==> src/rtl/ddr_beat_pkg.sv <==
package ddr_beat_pkg;
  parameter int unsigned COL_W = 3;
  localparam int unsigned BURST_BEATS = 1 << COL_W;

  typedef enum logic [1:0] {
    BL_FIXED8 = 2'b00,
    BL_OTF    = 2'b01,
    BL_FIXED4 = 2'b10,
    BL_RSVD   = 2'b11
  } bl_mode_e;

  typedef struct packed {
    logic             wr;
    logic             ilv;
    logic             chop;
    logic             early_end;
    logic [COL_W-1:0] col;
  } burst_cmd_t;
endpackage

==> src/rtl/ddr_beat_cmd_latch.sv <==
module ddr_beat_cmd_latch
  import ddr_beat_pkg::*;
(
  input  logic             clk_i,
  input  logic             rst_ni,
  input  logic             load_i,
  input  logic             wr_i,
  input  logic             ilv_i,
  input  bl_mode_e         mode_i,
  input  logic             otf_chop_i,
  input  logic [COL_W-1:0] col_i,
  output burst_cmd_t       cmd_o
);
  burst_cmd_t cmd_d;

  always_comb begin
    cmd_d.wr   = wr_i;
    cmd_d.ilv  = ilv_i;
    cmd_d.col  = col_i;
    unique case (mode_i)
      BL_FIXED4: cmd_d.chop = 1'b1;
      BL_OTF:    cmd_d.chop = otf_chop_i;
      default:   cmd_d.chop = 1'b0; // fixed 8 and reserved
    endcase
    // pull-in only when chop comes from the mode setting
    cmd_d.early_end = wr_i && (mode_i == BL_FIXED4);
  end

  always_ff @(posedge clk_i or negedge rst_ni) begin
    if (!rst_ni)     cmd_o <= '0;
    else if (load_i) cmd_o <= cmd_d;
  end
endmodule

==> src/rtl/ddr_beat_slot_ctr.sv <==
module ddr_beat_slot_ctr #(
  parameter int unsigned IDX_W = 3
) (
  input  logic             clk_i,
  input  logic             rst_ni,
  input  logic             start_i,
  output logic             accept_o,
  output logic             busy_o,
  output logic [IDX_W-1:0] idx_o
);
  localparam logic [IDX_W-1:0] LAST = {IDX_W{1'b1}};

  assign accept_o = start_i && !busy_o;

  always_ff @(posedge clk_i or negedge rst_ni) begin
    if (!rst_ni) begin
      busy_o <= 1'b0;
      idx_o  <= '0;
    end else if (accept_o) begin
      busy_o <= 1'b1;
      idx_o  <= '0;
    end else if (busy_o) begin
      if (idx_o == LAST) begin
        busy_o <= 1'b0;
        idx_o  <= '0;
      end else begin
        idx_o <= idx_o + 1'b1;
      end
    end
  end
endmodule

==> src/rtl/ddr_beat_col_gen.sv <==
module ddr_beat_col_gen
  import ddr_beat_pkg::*;
(
  input  logic             busy_i,
  input  burst_cmd_t       cmd_i,
  input  logic [COL_W-1:0] idx_i,
  output logic [COL_W-1:0] col_o,
  output logic             drive_o
);
  localparam int unsigned MSB  = COL_W - 1;
  localparam int unsigned LO_W = COL_W - 1;

  logic [COL_W-1:0] rd_seq, rd_ilv, wr_col, sel;
  logic             tail;

  // group bit swaps, low bits wrap inside the group
  assign rd_seq = {cmd_i.col[MSB] ^ idx_i[MSB], LO_W'(cmd_i.col[LO_W-1:0] + idx_i[LO_W-1:0])};
  assign rd_ilv = cmd_i.col ^ idx_i;
  assign wr_col = cmd_i.chop ? {cmd_i.col[MSB], idx_i[LO_W-1:0]} : idx_i;
  assign tail   = idx_i[MSB];

  always_comb begin
    if (cmd_i.wr)       sel = wr_col;
    else if (cmd_i.ilv) sel = rd_ilv;
    else                sel = rd_seq;
  end

  assign drive_o = busy_i && !(cmd_i.chop && tail);
  assign col_o   = drive_o ? sel : '0;
endmodule

==> src/rtl/ddr_beat_wr_mark.sv <==
module ddr_beat_wr_mark
  import ddr_beat_pkg::*;
#(
  parameter int unsigned WR_PULL_IN = 2
) (
  input  logic             busy_i,
  input  burst_cmd_t       cmd_i,
  input  logic [COL_W-1:0] idx_i,
  output logic             wr_end_o
);
  localparam logic [COL_W-1:0] SLOT_LATE  = COL_W'(BURST_BEATS - 1);
  localparam logic [COL_W-1:0] SLOT_EARLY = COL_W'(BURST_BEATS - 1 - WR_PULL_IN);

  logic [COL_W-1:0] target;
  assign target   = cmd_i.early_end ? SLOT_EARLY : SLOT_LATE;
  assign wr_end_o = busy_i && cmd_i.wr && (idx_i == target);
endmodule

==> src/rtl/ddr_beat_order.sv <==
module ddr_beat_order
  import ddr_beat_pkg::*;
#(
  parameter int unsigned WR_PULL_IN = 2
) (
  input  logic             clk_i,
  input  logic             rst_ni,
  input  logic             start_i,
  input  logic             wr_i,
  input  logic             interleave_i,
  input  logic [1:0]       bl_mode_i,
  input  logic             otf_chop_i,
  input  logic [COL_W-1:0] col_i,
  output logic             busy_o,
  output logic [COL_W-1:0] beat_idx_o,
  output logic [COL_W-1:0] beat_col_o,
  output logic             beat_drive_o,
  output logic             wr_end_o
);
  logic       accept;
  burst_cmd_t cmd_q;

  ddr_beat_slot_ctr #(.IDX_W(COL_W)) u_ctr (
    .clk_i   (clk_i),
    .rst_ni  (rst_ni),
    .start_i (start_i),
    .accept_o(accept),
    .busy_o  (busy_o),
    .idx_o   (beat_idx_o)
  );

  ddr_beat_cmd_latch u_cmd (
    .clk_i     (clk_i),
    .rst_ni    (rst_ni),
    .load_i    (accept),
    .wr_i      (wr_i),
    .ilv_i     (interleave_i),
    .mode_i    (bl_mode_e'(bl_mode_i)),
    .otf_chop_i(otf_chop_i),
    .col_i     (col_i),
    .cmd_o     (cmd_q)
  );

  ddr_beat_col_gen u_col (
    .busy_i (busy_o),
    .cmd_i  (cmd_q),
    .idx_i  (beat_idx_o),
    .col_o  (beat_col_o),
    .drive_o(beat_drive_o)
  );

  ddr_beat_wr_mark #(.WR_PULL_IN(WR_PULL_IN)) u_mark (
    .busy_i  (busy_o),
    .cmd_i   (cmd_q),
    .idx_i   (beat_idx_o),
    .wr_end_o(wr_end_o)
  );
endmodule

==> config.mk <==
export PLATFORM = sky130hd
export DESIGN_NAME = ddr_beat_order
export DESIGN_NICKNAME = d
export VERILOG_FILES = /design/src/rtl/ddr_beat_pkg.sv /design/src/rtl/ddr_beat_cmd_latch.sv /design/src/rtl/ddr_beat_slot_ctr.sv /design/src/rtl/ddr_beat_col_gen.sv /design/src/rtl/ddr_beat_wr_mark.sv /design/src/rtl/ddr_beat_order.sv
export SDC_FILE = /design/constraint.sdc
export NUM_CORES = 1
export LEC_CHECK = 0
export BUFFER_PORTS_ARGS = -buffer_cell sky130_fd_sc_hd__buf_2
export CAP_MARGIN = 20
export CORE_MARGIN = 10
export CORE_UTILIZATION = 43
export CTS_CLUSTER_DIAMETER = 40
export CTS_CLUSTER_SIZE = 12
export DETAILED_ROUTE_END_ITERATION = 12
export MAX_ROUTING_LAYER = met4
export PLACE_DENSITY = 0.75
export SLEW_MARGIN = 20
export SYNTH_ARGS = -nofsm -noshare
export SYNTH_HDL_FRONTEND = slang
export SYNTH_SLANG_ARGS = --single-unit
export TNS_END_PERCENT = 5
==> constraint.sdc <==
create_clock -name clk_i -period 1.2 [get_ports clk_i]
set_input_delay 0.12 -clock clk_i [delete_from_list [all_inputs] [get_ports clk_i]]
set_output_delay 0.12 -clock clk_i [all_outputs]
set_load 0.01 [all_outputs]
**Word level (Yosys, flattened, before mapping)**

Cells that the tools add are included.

- Mux-type cells: 12
- Bitwise operators: 2
- Reductions and logical operators: 9
- Add/subtract/negate cells: 2
- Equal/unequal tests: 4

Operators with widths:

| cell | count |
|---|---|
| $mux 3 | 7 |
| $logic_and 1x1->1 | 6 |
| $add 3x1->3 const B | 1 |
| $eq 3x3->1 | 1 |
| $eq 3x3->1 const B | 1 |
| $mux 1 | 3 |
| $xor 3x3->3 | 1 |
| $add 2x2->2 | 1 |
| $eq 2x1->1 const B | 1 |
| $eq 2x2->1 const B | 1 |
| $logic_not 1->1 | 2 |
| $mux 2 | 1 |
| $pmux 1 s2 | 1 |
| $reduce_bool 2->1 | 1 |
| $xor 1x1->1 | 1 |

- Register bits: 11
- Bits of input ports: 11
- Output and inout port bits: 9
- Logic and storage cells: 36

**Logic depth before layout (Yosys ltp)**

Gate-level depths: netlist of the first run.

- Depth in word-level cells: 4
- Depth in mapped cells: 5

**Hierarchy**

From an unflattened synthesis of the first run, not the netlist that was laid out.

- Cells, all modules: 58
- Area, all modules: 659.4 µm²

By module, submodules not included:

| module | cells each | area each (µm²) | seq. area each (µm²) | times used |
|---|---|---|---|---|
| ddr_beat_cmd_latch | 24 | 329.1 | 175.2 | 1 |
| ddr_beat_slot_ctr | 15 | 193.9 | 100.1 | 1 |
| ddr_beat_col_gen | 16 | 117.6 | 0.0 | 1 |
| ddr_beat_wr_mark | 3 | 18.8 | 0.0 | 1 |

**Worst setup path before layout of the first run**

Ideal clock, no wire load.

- Path type: register -> output
- Start point: reg u_ctr.idx_o[0]
- End point: out beat_col_o[1]
- Cell stages (with the launch flop): 5
- Data arrival time: 1,282 ps
- Path slack: -202 ps
- Required time: 1,080 ps
- Path through: dfrtp_1 -> ha_1 -> nor2b_1 -> mux2i_1 -> mux2i_1

- Word-level cells in the longest chain between the ends: 4

Ends and longest elaborated chain:

| what | RTL line | text |
|---|---|---|
| start, declared | ddr_beat_slot_ctr.sv:9 | `output logic [IDX_W-1:0] idx_o` |
| start signal, assigned | ddr_beat_slot_ctr.sv:27 | `idx_o <= idx_o + 1'b1;` |
| $add 2x2->2 | ddr_beat_col_gen.sv:17 | `assign rd_seq = {cmd_i.col[MSB] ^ idx_i[MSB], LO_W'(cmd_i.col[LO_W-1:0] + idx_i[LO_W-1:0])};` |
| $mux 3 | ddr_beat_col_gen.sv:24 | `else if (cmd_i.ilv) sel = rd_ilv;` |
| $mux 3 | ddr_beat_col_gen.sv:23 | `if (cmd_i.wr) sel = wr_col;` |
| $mux 3 | ddr_beat_col_gen.sv:29 | `assign col_o = drive_o ? sel : '0;` |
| end, declared | ddr_beat_order.sv:16 | `output logic [COL_W-1:0] beat_col_o,` |

No other way between the ends.

**Worst setup path after layout of the first run**

Ends and elaborated chain as after synthesis.

==> flow_summary_export.csv, run 1 <==
group,metric,value,unit
floorplanning,ios,20,
synthesis,muxShareOfSynthArea,0.162,
floorplanning,fp-row-count,13,
synthesis,synth_warnings,0,
synthesis,syn_avg_cell_area,11.2,µm²
worst_setup_path,cp_top_family,"flip-flops",
final_layout,drive_gt1_frac,0.488,
grt,overflow,0,
timing,hold_violations,0,
floorplanning,initial_core_util,0.476,
grt,grt_pass1_wl,2460,µm
placement,io_buffers,19,
clock_tree,clk_pin_slew,0.07,ns
floorplanning,die-area,3470,µm²
clock_tree,cts_buffers,3,
power,leakage,0.457,nW
synthesis,netlist_area,651,µm²
synthesis,synth_edf_count,0,
final_layout,num_antenna_cells,0,
timing,slew_headroom,0.826,
route,drc,0,
synthesis,syn_inst,58,
synthesis,synth_top_family_by_area,"multiplexers",
final_layout,stdcell_count,101,
synthesis,yosys-top-cells-area,"dfrtp_1 42%, mux2_4 12%, ha_1 9.6%",
worst_setup_path,rrSetupSlack,-0.13,ns
power,power.density,2870,nW/µm²
timing,setup_violations,7,
synthesis,seq_area_frac_synth,0.423,
grt,antenna_found_initial,0,
clock_tree,clk_latency,0.27,ns
synthesis,syn_nets,74,
placement,dp_hpwl,1160,µm
placement,place_inst,96,
route,first_iter_violations,3,
route,routedWlPerCell,14.8,µm
clock_tree,htree_levels,1,
power,ir_worst_vdd,1.43,mV
synthesis,yosys.area_share.simple,0.131,
worst_setup_path,critPathMaxFanout,2,
timing,fin_crit,1.64,ns
worst_setup_path,crit_buf_inv,1,
clock_tree,max-clock-path-buffers,2,
hold_path,hold_class,"in -> reg",
route,final_antenna_net_count,0,
worst_setup_path,critPathSlowestCell,"dfrtp_2",
grt,track_usage,0.0939,
worst_setup_path,timing.rr.end,"u_ctr.idx_o[2]",
synthesis,synth_xor_area_frac,0.0135,
final_layout,nFillCells,122,
final_layout,areaGrowthSynthToFinish,34.2,%
synthesis,synth_top_cell_by_area,"dfrtp_1",
timing,worstMarginPinSlew,0.261,ns
floorplanning,coreArea,1370,µm²
timing,clock_skew,0.000549,ns
worst_setup_path,rr_worst_depth,5,
synthesis,synthFlopType,"dfrtp_1",
worst_setup_path,slowest_delay,0.43,ns
timing,setup_slack,-0.443,ns
worst_setup_path,cp.required,1.08,ns
worst_setup_path,cp_cell_sequence,"ha_4 -> nor2b_4 -> mux2i_2 -> mux2i_1 -> buf_2",
run_status,status,"finished, violations left",
worst_setup_path,cp-startpoint,"u_ctr.idx_o[0]",
route,post_drt_via_cell_ratio,5.29,
route,wirelength,1490,µm
synthesis,ys_ff_latch,11,
synthesis,yosysTopAreaCellShare,0.423,
timing,fmax,0.609,GHz
timing,finalMaxSlewViolations,0,
route,dr_total_vias,534,
worst_setup_path,cp-start-kind,"flip-flop",
timing,post-route-period-util,1.37,
worst_setup_path,path_depth,5,
synthesis,yosys.area_share.adder,0.0962,
final_layout,fin_nets,103,
run_status,violations,"negative setup slack",
worst_setup_path,crit_arrival,1.52,ns
run,maxCapViolCount,0,
floorplanning,chipHeight,58.9,µm
timing,rsz0062_at_grt,"true",
power,totalPowerFinal,0.00250,W
worst_setup_path,end_kind,"primary output",
placement,gp_congestion,0.739,
route,dr.pass1.iters,4,
synthesis,ys_types,21,
clock_tree,cts-root-buf,"clkbuf_4",
hold_path,worstHoldPathCells,2,
grt,grt_max_degree,12,
synthesis,synth-compound-area-share,0.117,
worst_setup_path,r2r_start,"u_ctr.idx_o[0]",
clock_tree,cts_tree,"done",
floorplanning,die_w,58.9,µm
synthesis,async_flop_share,1.00,
clock_tree,clkSinkCount,11,
worst_setup_path,worstSetupEndpoint,"beat_col_o[1]",
clock_tree,post_cts_buffers,0,
worst_setup_path,crit_type,"reg -> out",
grt,grt_pass1_vias,577,
[through the flow]
step	utilization	cell area [µm²]	setup slack (ns)	hold slack (ns)	setup TNS, ns
3_5_place_dp	0.592	808	-0.166	0.00726	-0.303
6_report	0.639	873	-0.443	0.0749	-1.11
2_1_floorplan	-	672	-0.108	-0.176	-0.206
3_3_place_gp	0.592	808	-0.0886	0.00527	-0.189
4_1_cts	0.622	850	-0.469	0.0742	-1.18
5_1_grt	0.639	873	-0.546	0.0725	-1.66
[placed cells by master (no fill, tap or decap)]
cell type,instances
nand2_1,5
mux2_4,5
mux2i_1,2
nor2b_1,2
nor2b_4,1
nand4_1,1
nor2_1,4
buf_6,2
buf_4,5
o21ai_0,2
o31ai_1,1
a22o_1,2
clkbuf_1,1
xnor2_1,1
a21boi_1,1
mux2i_2,1
nand2b_1,2
clkbuf_4,3
inv_1,4
dfrtp_2,4
ha_4,1
nand2b_4,1
ha_1,4
a21boi_4,1
dlygate4sd3_1,1
buf_2,18
a21oi_1,2
o211ai_1,1
dfrtp_1,7
a211o_1,1
[Yosys cell counts, drive strengths merged (2+ instances only)]
master / count
dfrtp: 11
ha: 5
mux2: 5
nand2: 5
inv: 4
nor2: 4
mux2i: 3
nand2b: 3
nor2b: 3
a21boi: 2
a21oi: 2
a22o: 2
buf: 2
o21ai: 2
[state kept, by name (all words and copies together), names as in the netlist]
name          count
u_cmd.cmd_o       7
u_ctr.busy_o      1
u_ctr.idx_o       3
[logic make-up after synthesis]
family          count (synthesis)
mux                             8
fa+ha+maj                       5
simple gates                   16
buf+inv                         6
xor+xnor                        1
compound gates                 11
flops                          11
[worst register-to-register path: stages, from the launching register on]
cell	delay [ns]
dfrtp_2	0.43
buf_4	0.16
ha_1	0.19
ha_1	0.27
nand2_1	0.07
o21ai_0	0.09
[how the worst min path moves through the flow]
stage	slack (ns)	from	end
6_report	0.07	col_i[1]	u_cmd.cmd_o[1]
5_1_grt	0.07	col_i[1]	u_cmd.cmd_o[1]
4_1_cts	0.07	col_i[1]	u_cmd.cmd_o[1]
3_5_place_dp	0.007	rst_ni	u_cmd.cmd_o[0]
3_3_place_gp	0.005	rst_ni	u_ctr.busy_o
2_1_floorplan	-0.18	rst_ni	u_cmd.cmd_o[0]
[where the power goes]
group / leakage (nW) / switching [W] / internal [W]
clock network: 0.0150 / 0.000130 / 0.000129
logic: 0.313 / 0.000641 / 0.000836
registers: 0.129 / 0.000193 / 0.000574
[what timing repair did]
action | CTS | global route
endpoints found under the setup margin | 8 | 8
pin swaps | 3 | 0
endpoints found under the hold margin | 11 | 0
gates resized for setup | 3 | 6
hold buffers | 1 | 0
[layout make-up]
| class | instances | area, µm² | share of cell area |
|---|---|---|---|
| clock buffer | 4 | 26.3 | 0.0301 |
| multi-input combinational | 41 | 373 | 0.427 |
| tap | 15 | 18.8 | 0.0215 |
| inverter | 4 | 15.0 | 0.0172 |
| sequential | 11 | 280 | 0.321 |
| timing repair buffer | 26 | 160 | 0.183 |
[layer usage]
metal  GRT usage  wire length (µm)  vias to the layer above
met5           -                 0                        -
met1      0.0974               681                      252
met2       0.147               676                       17
met4      0.0492                21                        0
li1            -                 -                      261
met3      0.0408               114                        4
(Power assumes the default switching activity.)
==> run 2: changes to the inputs <==
--- a/config.mk
+++ b/config.mk
@@ -9,13 +9,12 @@
 export CAP_MARGIN = 20
 export CORE_MARGIN = 10
-export CORE_UTILIZATION = 43
+export CORE_UTILIZATION = 40
 export CTS_CLUSTER_DIAMETER = 40
 export CTS_CLUSTER_SIZE = 12
 export DETAILED_ROUTE_END_ITERATION = 12
 export MAX_ROUTING_LAYER = met4
-export PLACE_DENSITY = 0.75
+export PLACE_DENSITY = 0.7
 export SLEW_MARGIN = 20
 export SYNTH_ARGS = -nofsm -noshare
 export SYNTH_HDL_FRONTEND = slang
 export SYNTH_SLANG_ARGS = --single-unit
-export TNS_END_PERCENT = 5
==> constraint.sdc (replaced) <==
create_clock -name clk_i -period 1.2 [get_ports clk_i]
set_input_delay 0.18 -clock clk_i [delete_from_list [all_inputs] [get_ports clk_i]]
set_output_delay 0.18 -clock clk_i [all_outputs]
set_load 0.01 [all_outputs]
==> run 2 against run 1 <==
  * The flow still finishes with violations (negative setup slack)
  * Routed wire length increased by 10%
  * Sequential power decreased by 0.8%
  * Sequential share of layout area is 3.0 points lower
  * Setup slack lost 0.010 ns
  * Critical path depth did not move
  * Core utilization down 1.2 points
  * Highest routed layer is now met3
  * Cell count rose by 8.9%
  * Largest power group unchanged
==> flow_summary_export.csv, run 2 (synthesized netlist as in run 1, its figures left out) <==
group,metric,value,unit
run,maxCapViolCount,0,
route,dr_total_vias,539,
worst_setup_path,worstSetupEndpoint,"beat_col_o[1]",
timing,fin_crit,1.65,ns
timing,worstMarginPinSlew,0.279,ns
final_layout,areaGrowthSynthToFinish,46.9,%
floorplanning,die_w,60.3,µm
worst_setup_path,rr_worst_depth,5,
timing,clock_skew,0.00305,ns
worst_setup_path,crit_arrival,1.47,ns
floorplanning,coreArea,1520,µm²
final_layout,drive_gt1_frac,0.543,
grt,grt_max_degree,12,
worst_setup_path,crit_buf_inv,1,
grt,track_usage,0.0904,
timing,setup_violations,9,
timing,post-route-period-util,1.38,
grt,overflow,0,
worst_setup_path,cp-startpoint,"u_ctr.idx_o[0]",
worst_setup_path,slowest_delay,0.42,ns
worst_setup_path,critPathSlowestCell,"dfrtp_2",
clock_tree,cts_buffers,3,
placement,gp_congestion,0.710,
route,drc,0,
power,totalPowerFinal,0.00276,W
route,wirelength,1650,µm
final_layout,largest_reg_flops,7,
power,ir_worst_vdd,1.57,mV
clock_tree,htree_levels,1,
worst_setup_path,cp_top_family,"flip-flops",
grt,grt_pass1_wl,2420,µm
run_status,status,"finished, violations left",
final_layout,mostFrequentLayoutCell,"buf_2",
placement,io_buffers,19,
floorplanning,chipHeight,60.3,µm
run_status,violations,"negative setup slack",
worst_setup_path,timing.rr.end,"u_ctr.idx_o[2]",
route,post_drt_via_cell_ratio,4.90,
floorplanning,fp-row-count,14,
clock_tree,max-clock-path-buffers,2,
power,power.density,2890,nW/µm²
final_layout,top_regs,"u_cmd.cmd_o (7), u_ctr.idx_o (3), u_ctr.busy_o (1)",
final_layout,num_antenna_cells,0,
worst_setup_path,crit_type,"reg -> out",
route,routedWlPerCell,15.0,µm
worst_setup_path,critPathMaxFanout,2,
floorplanning,ios,20,
final_layout,stdcell_count,110,
route,dr.pass1.iters,3,
clock_tree,clk_pin_slew,0.07,ns
final_layout,largest-register,"u_cmd.cmd_o",
placement,place_inst,97,
placement,dp_hpwl,1110,µm
timing,slew_headroom,0.813,
worst_setup_path,path_depth,5,
power,leakage,0.500,nW
clock_tree,clkSinkCount,11,
hold_path,hold_class,"in -> reg",
worst_setup_path,cp_cell_sequence,"ha_4 -> nor2b_4 -> mux2i_1 -> mux2i_1 -> buf_2",
worst_setup_path,end_kind,"primary output",
final_layout,fin_nets,111,
grt,antenna_found_initial,0,
timing,fmax,0.605,GHz
floorplanning,initial_core_util,0.427,
timing,hold_violations,0,
route,first_iter_violations,8,
grt,grt_pass1_vias,550,
route,final_antenna_net_count,0,
worst_setup_path,rrSetupSlack,-0.11,ns
worst_setup_path,cp-start-kind,"flip-flop",
floorplanning,die-area,3640,µm²
timing,finalMaxSlewViolations,0,
final_layout,mostFrequentLayoutCells,"17 x buf_2, 9 x buf_4, 9 x dfrtp_1, 6 x buf_6",
timing,setup_slack,-0.453,ns
worst_setup_path,critPathMostFrequentCell,"mux2i_1",
clock_tree,cts-root-buf,"clkbuf_4",
worst_setup_path,r2r_start,"u_ctr.idx_o[0]",
worst_setup_path,cp.required,1.02,ns
hold_path,worstHoldPathCells,2,
timing,rsz0062_at_grt,"true",
clock_tree,cts_tree,"done",
clock_tree,clk_latency,0.26,ns
-- run 2: changes by cell type in the layout (fill, tap and decap cells not counted), sizes merged --
cell	change
buf	+7
nand2b	+1
-- run 2: final cells by class --
cell class | instances | area, µm²
inverters | 4 | 15.0
flip-flops and latches | 11 | 278
repair buffers | 33 | 230
fillers | 124 | 568
clock buffers | 4 | 26.3
well taps | 16 | 20.0
multi-input cells | 42 | 387
-- run 2: power breakdown --
part / internal (W) / switching [W] / total (W)
Sequential: 0.000567 / 0.000193 / 0.000760
Combinational: 0.00103 / 0.000718 / 0.00175
Clock: 0.000128 / 0.000122 / 0.000250
-- run 2: through the flow --
| stage | worst slack [ns] | TNS, ns | hold slack [ns] | area, µm² | util |
|---|---|---|---|---|---|
| 2_1_floorplan | -0.168 | -0.220 | -0.116 | 676 | - |
| 3_3_place_gp | -0.147 | -0.261 | 0.0618 | 813 | 0.534 |
| 3_5_place_dp | -0.200 | -0.313 | 0.0674 | 813 | 0.534 |
| 4_1_cts | -0.475 | -1.35 | 0.131 | 912 | 0.599 |
| 5_1_grt | -0.544 | -1.88 | 0.118 | 956 | 0.627 |
| 6_report | -0.453 | -1.31 | 0.140 | 956 | 0.627 |
-- run 2: worst min path at each step --
stage | start | to | slack, ns
floorplan | rst_ni | u_cmd.cmd_o[0] | -0.12
global placement | rst_ni | u_ctr.idx_o[1] | 0.06
detailed placement | rst_ni | u_ctr.idx_o[1] | 0.07
CTS | col_i[1] | u_cmd.cmd_o[1] | 0.13
global route | col_i[1] | u_cmd.cmd_o[1] | 0.12
finish | col_i[1] | u_cmd.cmd_o[1] | 0.14
-- run 2: repair_timing --
item | in CTS | in global routing
buffers inserted | 4 | 3
gates cloned | 0 | 1
pin swaps | 5 | 5
endpoints found under the setup margin | 7 | 13
gates resized for setup | 8 | 5
hold endpoints to repair | 11 | 0
hold buffers | 1 | 0
-- run 2: worst register-to-register path: stages (launching register included) --
cell,delay (ns)
dfrtp_2,0.42
buf_4,0.16
ha_1,0.20
ha_2,0.31
nand2_1,0.06
o21ai_0,0.07
-- run 2: routing by layer --
metal  track usage  up-vias  part of all wire
li1              -      278                 -
met4        0.0385        0                 0
met5             -        -                 0
met2         0.125       16              0.47
met1         0.109      245              0.45
met3        0.0438        0             0.078
==> run 3: changes to the inputs <==
CORE_UTILIZATION = 43   (was 40)
PLACE_DENSITY = 0.74   (was 0.7)
SYNTH_HIERARCHICAL = 1   (was not set)
==> run 3 against run 2 <==
  * The run still ends with negative setup slack left
  * Sequential share of layout area shrank 0.38 points
  * Maximum frequency shrank 2.5%
  * Critical path depth is the same
  * Global-route usage grew 1.2 points
  * Routed wire length grew 4.7%
  * Clock-buffer cell count is the same
  * Core utilization grew 3.7 points
  * Synthesized area grew 1.3%
  * Cell count shrank 1.8%
  * Die area shrank 3.8%
  * Critical path type unchanged
  * Largest cell class unchanged
  * Highest routed layer is now met4
==> flow_summary_export.csv, run 3 <==
group,metric,value,unit
run_status,status,"finished, violations left",
run_status,violations,"negative setup slack",
worst_setup_path,critPathMaxFanout,2,
timing,finalMaxSlewViolations,0,
clock_tree,cts-root-buf,"clkbuf_4",
floorplanning,die_w,59.2,µm
synthesis,yosysMostFrequentCell,"dfrtp_1",
power,p_sw_frac,0.384,
route,wl_met3,72,µm
final_layout,multi_input_area,415,µm²
timing,setup_slack,-0.496,ns
clock_tree,htree_levels,1,
final_layout,largest-register,"u_cmd/cmd_o",
floorplanning,initial_core_util,0.448,
route,dr_total_vias,569,
worst_setup_path,cp.required,1.02,ns
synthesis,netlist_area,659,µm²
route,routedWlPerCell,16.0,µm
clock_tree,cts_buffers,3,
power,comb_power_share,0.633,
timing,worstMarginPinSlew,0.253,ns
clock_tree,clk_latency,0.26,ns
timing,fmax,0.590,GHz
timing,setup_violations,9,
timing,clock_skew,0.000702,ns
grt,grt_pass1_vias,608,
grt,overflow,0,
final_layout,mostFrequentLayoutCell,"buf_2",
synthesis,synth_warnings,6,
timing,post-route-period-util,1.41,
worst_setup_path,end_kind,"primary output",
floorplanning,fp-row-count,14,
power,clkPwrFrac,0.090,
grt,grt_pass1_wl,2700,µm
power,leakage,0.471,nW
final_layout,fin_nets,110,
placement,dp_hpwl,1220,µm
route,post_drt_via_cell_ratio,5.27,
synthesis,seq_area_frac_synth,0.417,
clock_tree,clk_pin_slew,0.07,ns
hold_path,hold_class,"in -> reg",
synthesis,yosysTopAreaCellShare,0.417,
synthesis,synthTopCellsByCount,"11 x dfrtp_1, 7 x inv_1, 6 x ha_1",
synthesis,ys_ff_latch,11,
power,ir_worst_vdd,1.05,mV
synthesis,yosys-top-cells-area,"dfrtp_1 42%, ha_1 11%, mux2_4 11%",
synthesis,syn_nets,75,
route,highest_layer,"met4",
final_layout,nFillCells,117,
synthesis,synthFlopType,"dfrtp_1",
worst_setup_path,crit_type,"reg -> out",
floorplanning,ios,20,
floorplanning,coreArea,1470,µm²
route,first_iter_violations,1,
final_layout,layout.area.seq,280,µm²
route,dr.pass1.iters,5,
route,final_antenna_net_count,0,
final_layout,finalInstanceArea,977,µm²
grt,grt_max_degree,12,
clock_tree,clkSinkCount,11,
route,wirelength,1730,µm
final_layout,areaGrowthSynthToFinish,48.2,%
run,maxCapViolCount,0,
timing,rsz0062_at_grt,"true",
power,power_frac_seq,0.277,
route,drc,0,
grt,antenna_found_initial,0,
placement,gp_congestion,0.715,
clock_tree,cts_tree,"done",
timing,slew_headroom,0.831,
placement,io_buffers,19,
route,wl_met2,932,µm
placement,placed_area,836,µm²
power,internal_power,0.00171,W
timing,fin_tns_setup,-2.06,ns
synthesis,syn_avg_cell_area,11.4,µm²
final_layout,drive_gt1_frac,0.587,
power,power.density,2840,nW/µm²
worst_setup_path,crit_arrival,1.52,ns
final_layout,mostFrequentLayoutCells,"18 x buf_2, 7 x buf_4, 7 x dfrtp_1",
floorplanning,chipHeight,59.2,µm
grt,track_usage,0.102,
final_layout,largest_reg_flops,7,
final_layout,top_regs,"u_cmd/cmd_o (7), u_ctr/idx_o (3), u_ctr/busy_o (1)",
power,p_sw,0.00107,W
timing,fin_crit,1.70,ns
synthesis,async_flop_share,1.00,
synthesis,syn_inst,58,
route,met1_length,673,µm
synthesis,ys_types,25,
synthesis,synth_top_cell_by_area,"dfrtp_1",
final_layout,num_antenna_cells,0,
synthesis,synth_edf_count,0,
clock_tree,max-clock-path-buffers,2,
timing,hold_violations,0,
floorplanning,die-area,3500,µm²
worst_setup_path,cp-start-kind,"flip-flop",
run 3: cells by family (layout without fill, tap and decap cells):
| kind of cell | Yosys count | count (layout) | share of synthesized area |
|---|---|---|---|
| and+or+nand+nor | 13 | 13 | 0.110 |
| muxes | 8 | 8 | 0.159 |
| buffers and inverters | 8 | 42 | 0.0569 |
| AOI/OAI and AO/OA | 11 | 11 | 0.129 |
| adders and majority gates | 6 | 6 | 0.114 |
| xor gates and xnor gates | 1 | 1 | 0.0133 |
| DFF | 11 | 11 | 0.417 |
run 3: what timing repair did:
item                       in CTS  in global routing
setup buffers                   2                  1
setup endpoints to repair       9                 12
resized for setup               6                 12
pin swaps                       4                  6
hold buffers                    1                  0
hold endpoints to repair       11                  0
run 3: worst max-delay path, stage by stage (launching register included):
cell	delay, ns
dfrtp_2	0.43
ha_4	0.16
nor2b_4	0.12
mux2i_1	0.18
mux2i_1	0.21
buf_2	0.16
run 3: final timing paths:
| path | from | end | slack [ns] | cells past startpoint |
|---|---|---|---|---|
| worst max-delay path | u_ctr/idx_o[0] | beat_col_o[1] | -0.50 | 5 |
| worst min-delay path | interleave_i | u_cmd/cmd_o[5] | 0.15 | 2 |
| worst max register to register | u_ctr/idx_o[0] | u_ctr/idx_o[0] | -0.24 | 7 |
| worst min register to register | u_cmd/cmd_o[2] | u_cmd/cmd_o[2] | 0.53 | 1 |
| max in group asynchronous | rst_ni | u_ctr/idx_o[2] | 0.65 | 2 |
| min in group asynchronous | rst_ni | u_cmd/cmd_o[1] | 0.33 | 2 |
run 3: cell type report:
class                           instances  share of cell area
Multi-Input combinational cell         39               0.425
Sequential cell                        11               0.287
Timing Repair Buffer                   31               0.214
Tap cell                               16              0.0205
Inverter                                7              0.0269
Clock buffer                            4              0.0269
run 3: stage by stage:
step	setup slack [ns]	cells	power, W	hold slack (ns)	util
after floorplan	-0.194	58	0.00159	-0.116	-
after global placement	-0.181	100	0.00211	0.0599	0.568
after detailed placement	-0.260	100	0.00217	0.0629	0.568
after CTS	-0.526	107	0.00254	0.143	0.616
after global routing	-0.605	108	0.00303	0.134	0.664
final	-0.496	108	0.00278	0.150	0.664
run 3: power by group through the flow:
stage	Clock [W]	Combinational, W	Sequential, W
floorplan	0	0.000797	0.000794
global placement	0	0.00138	0.000731
detailed placement	0	0.00142	0.000750
CTS	0.000257	0.00155	0.000736
global route	0.000279	0.00195	0.000796
finish	0.000250	0.00176	0.000770
run 3: per-layer routing:
| layer | GRT usage | up-vias |
|---|---|---|
| li1 | - | 270 |
| met1 | 0.0994 | 276 |
| met2 | 0.177 | 19 |
| met3 | 0.0279 | 4 |
| met4 | 0.0590 | 0 |
| met5 | - | - |
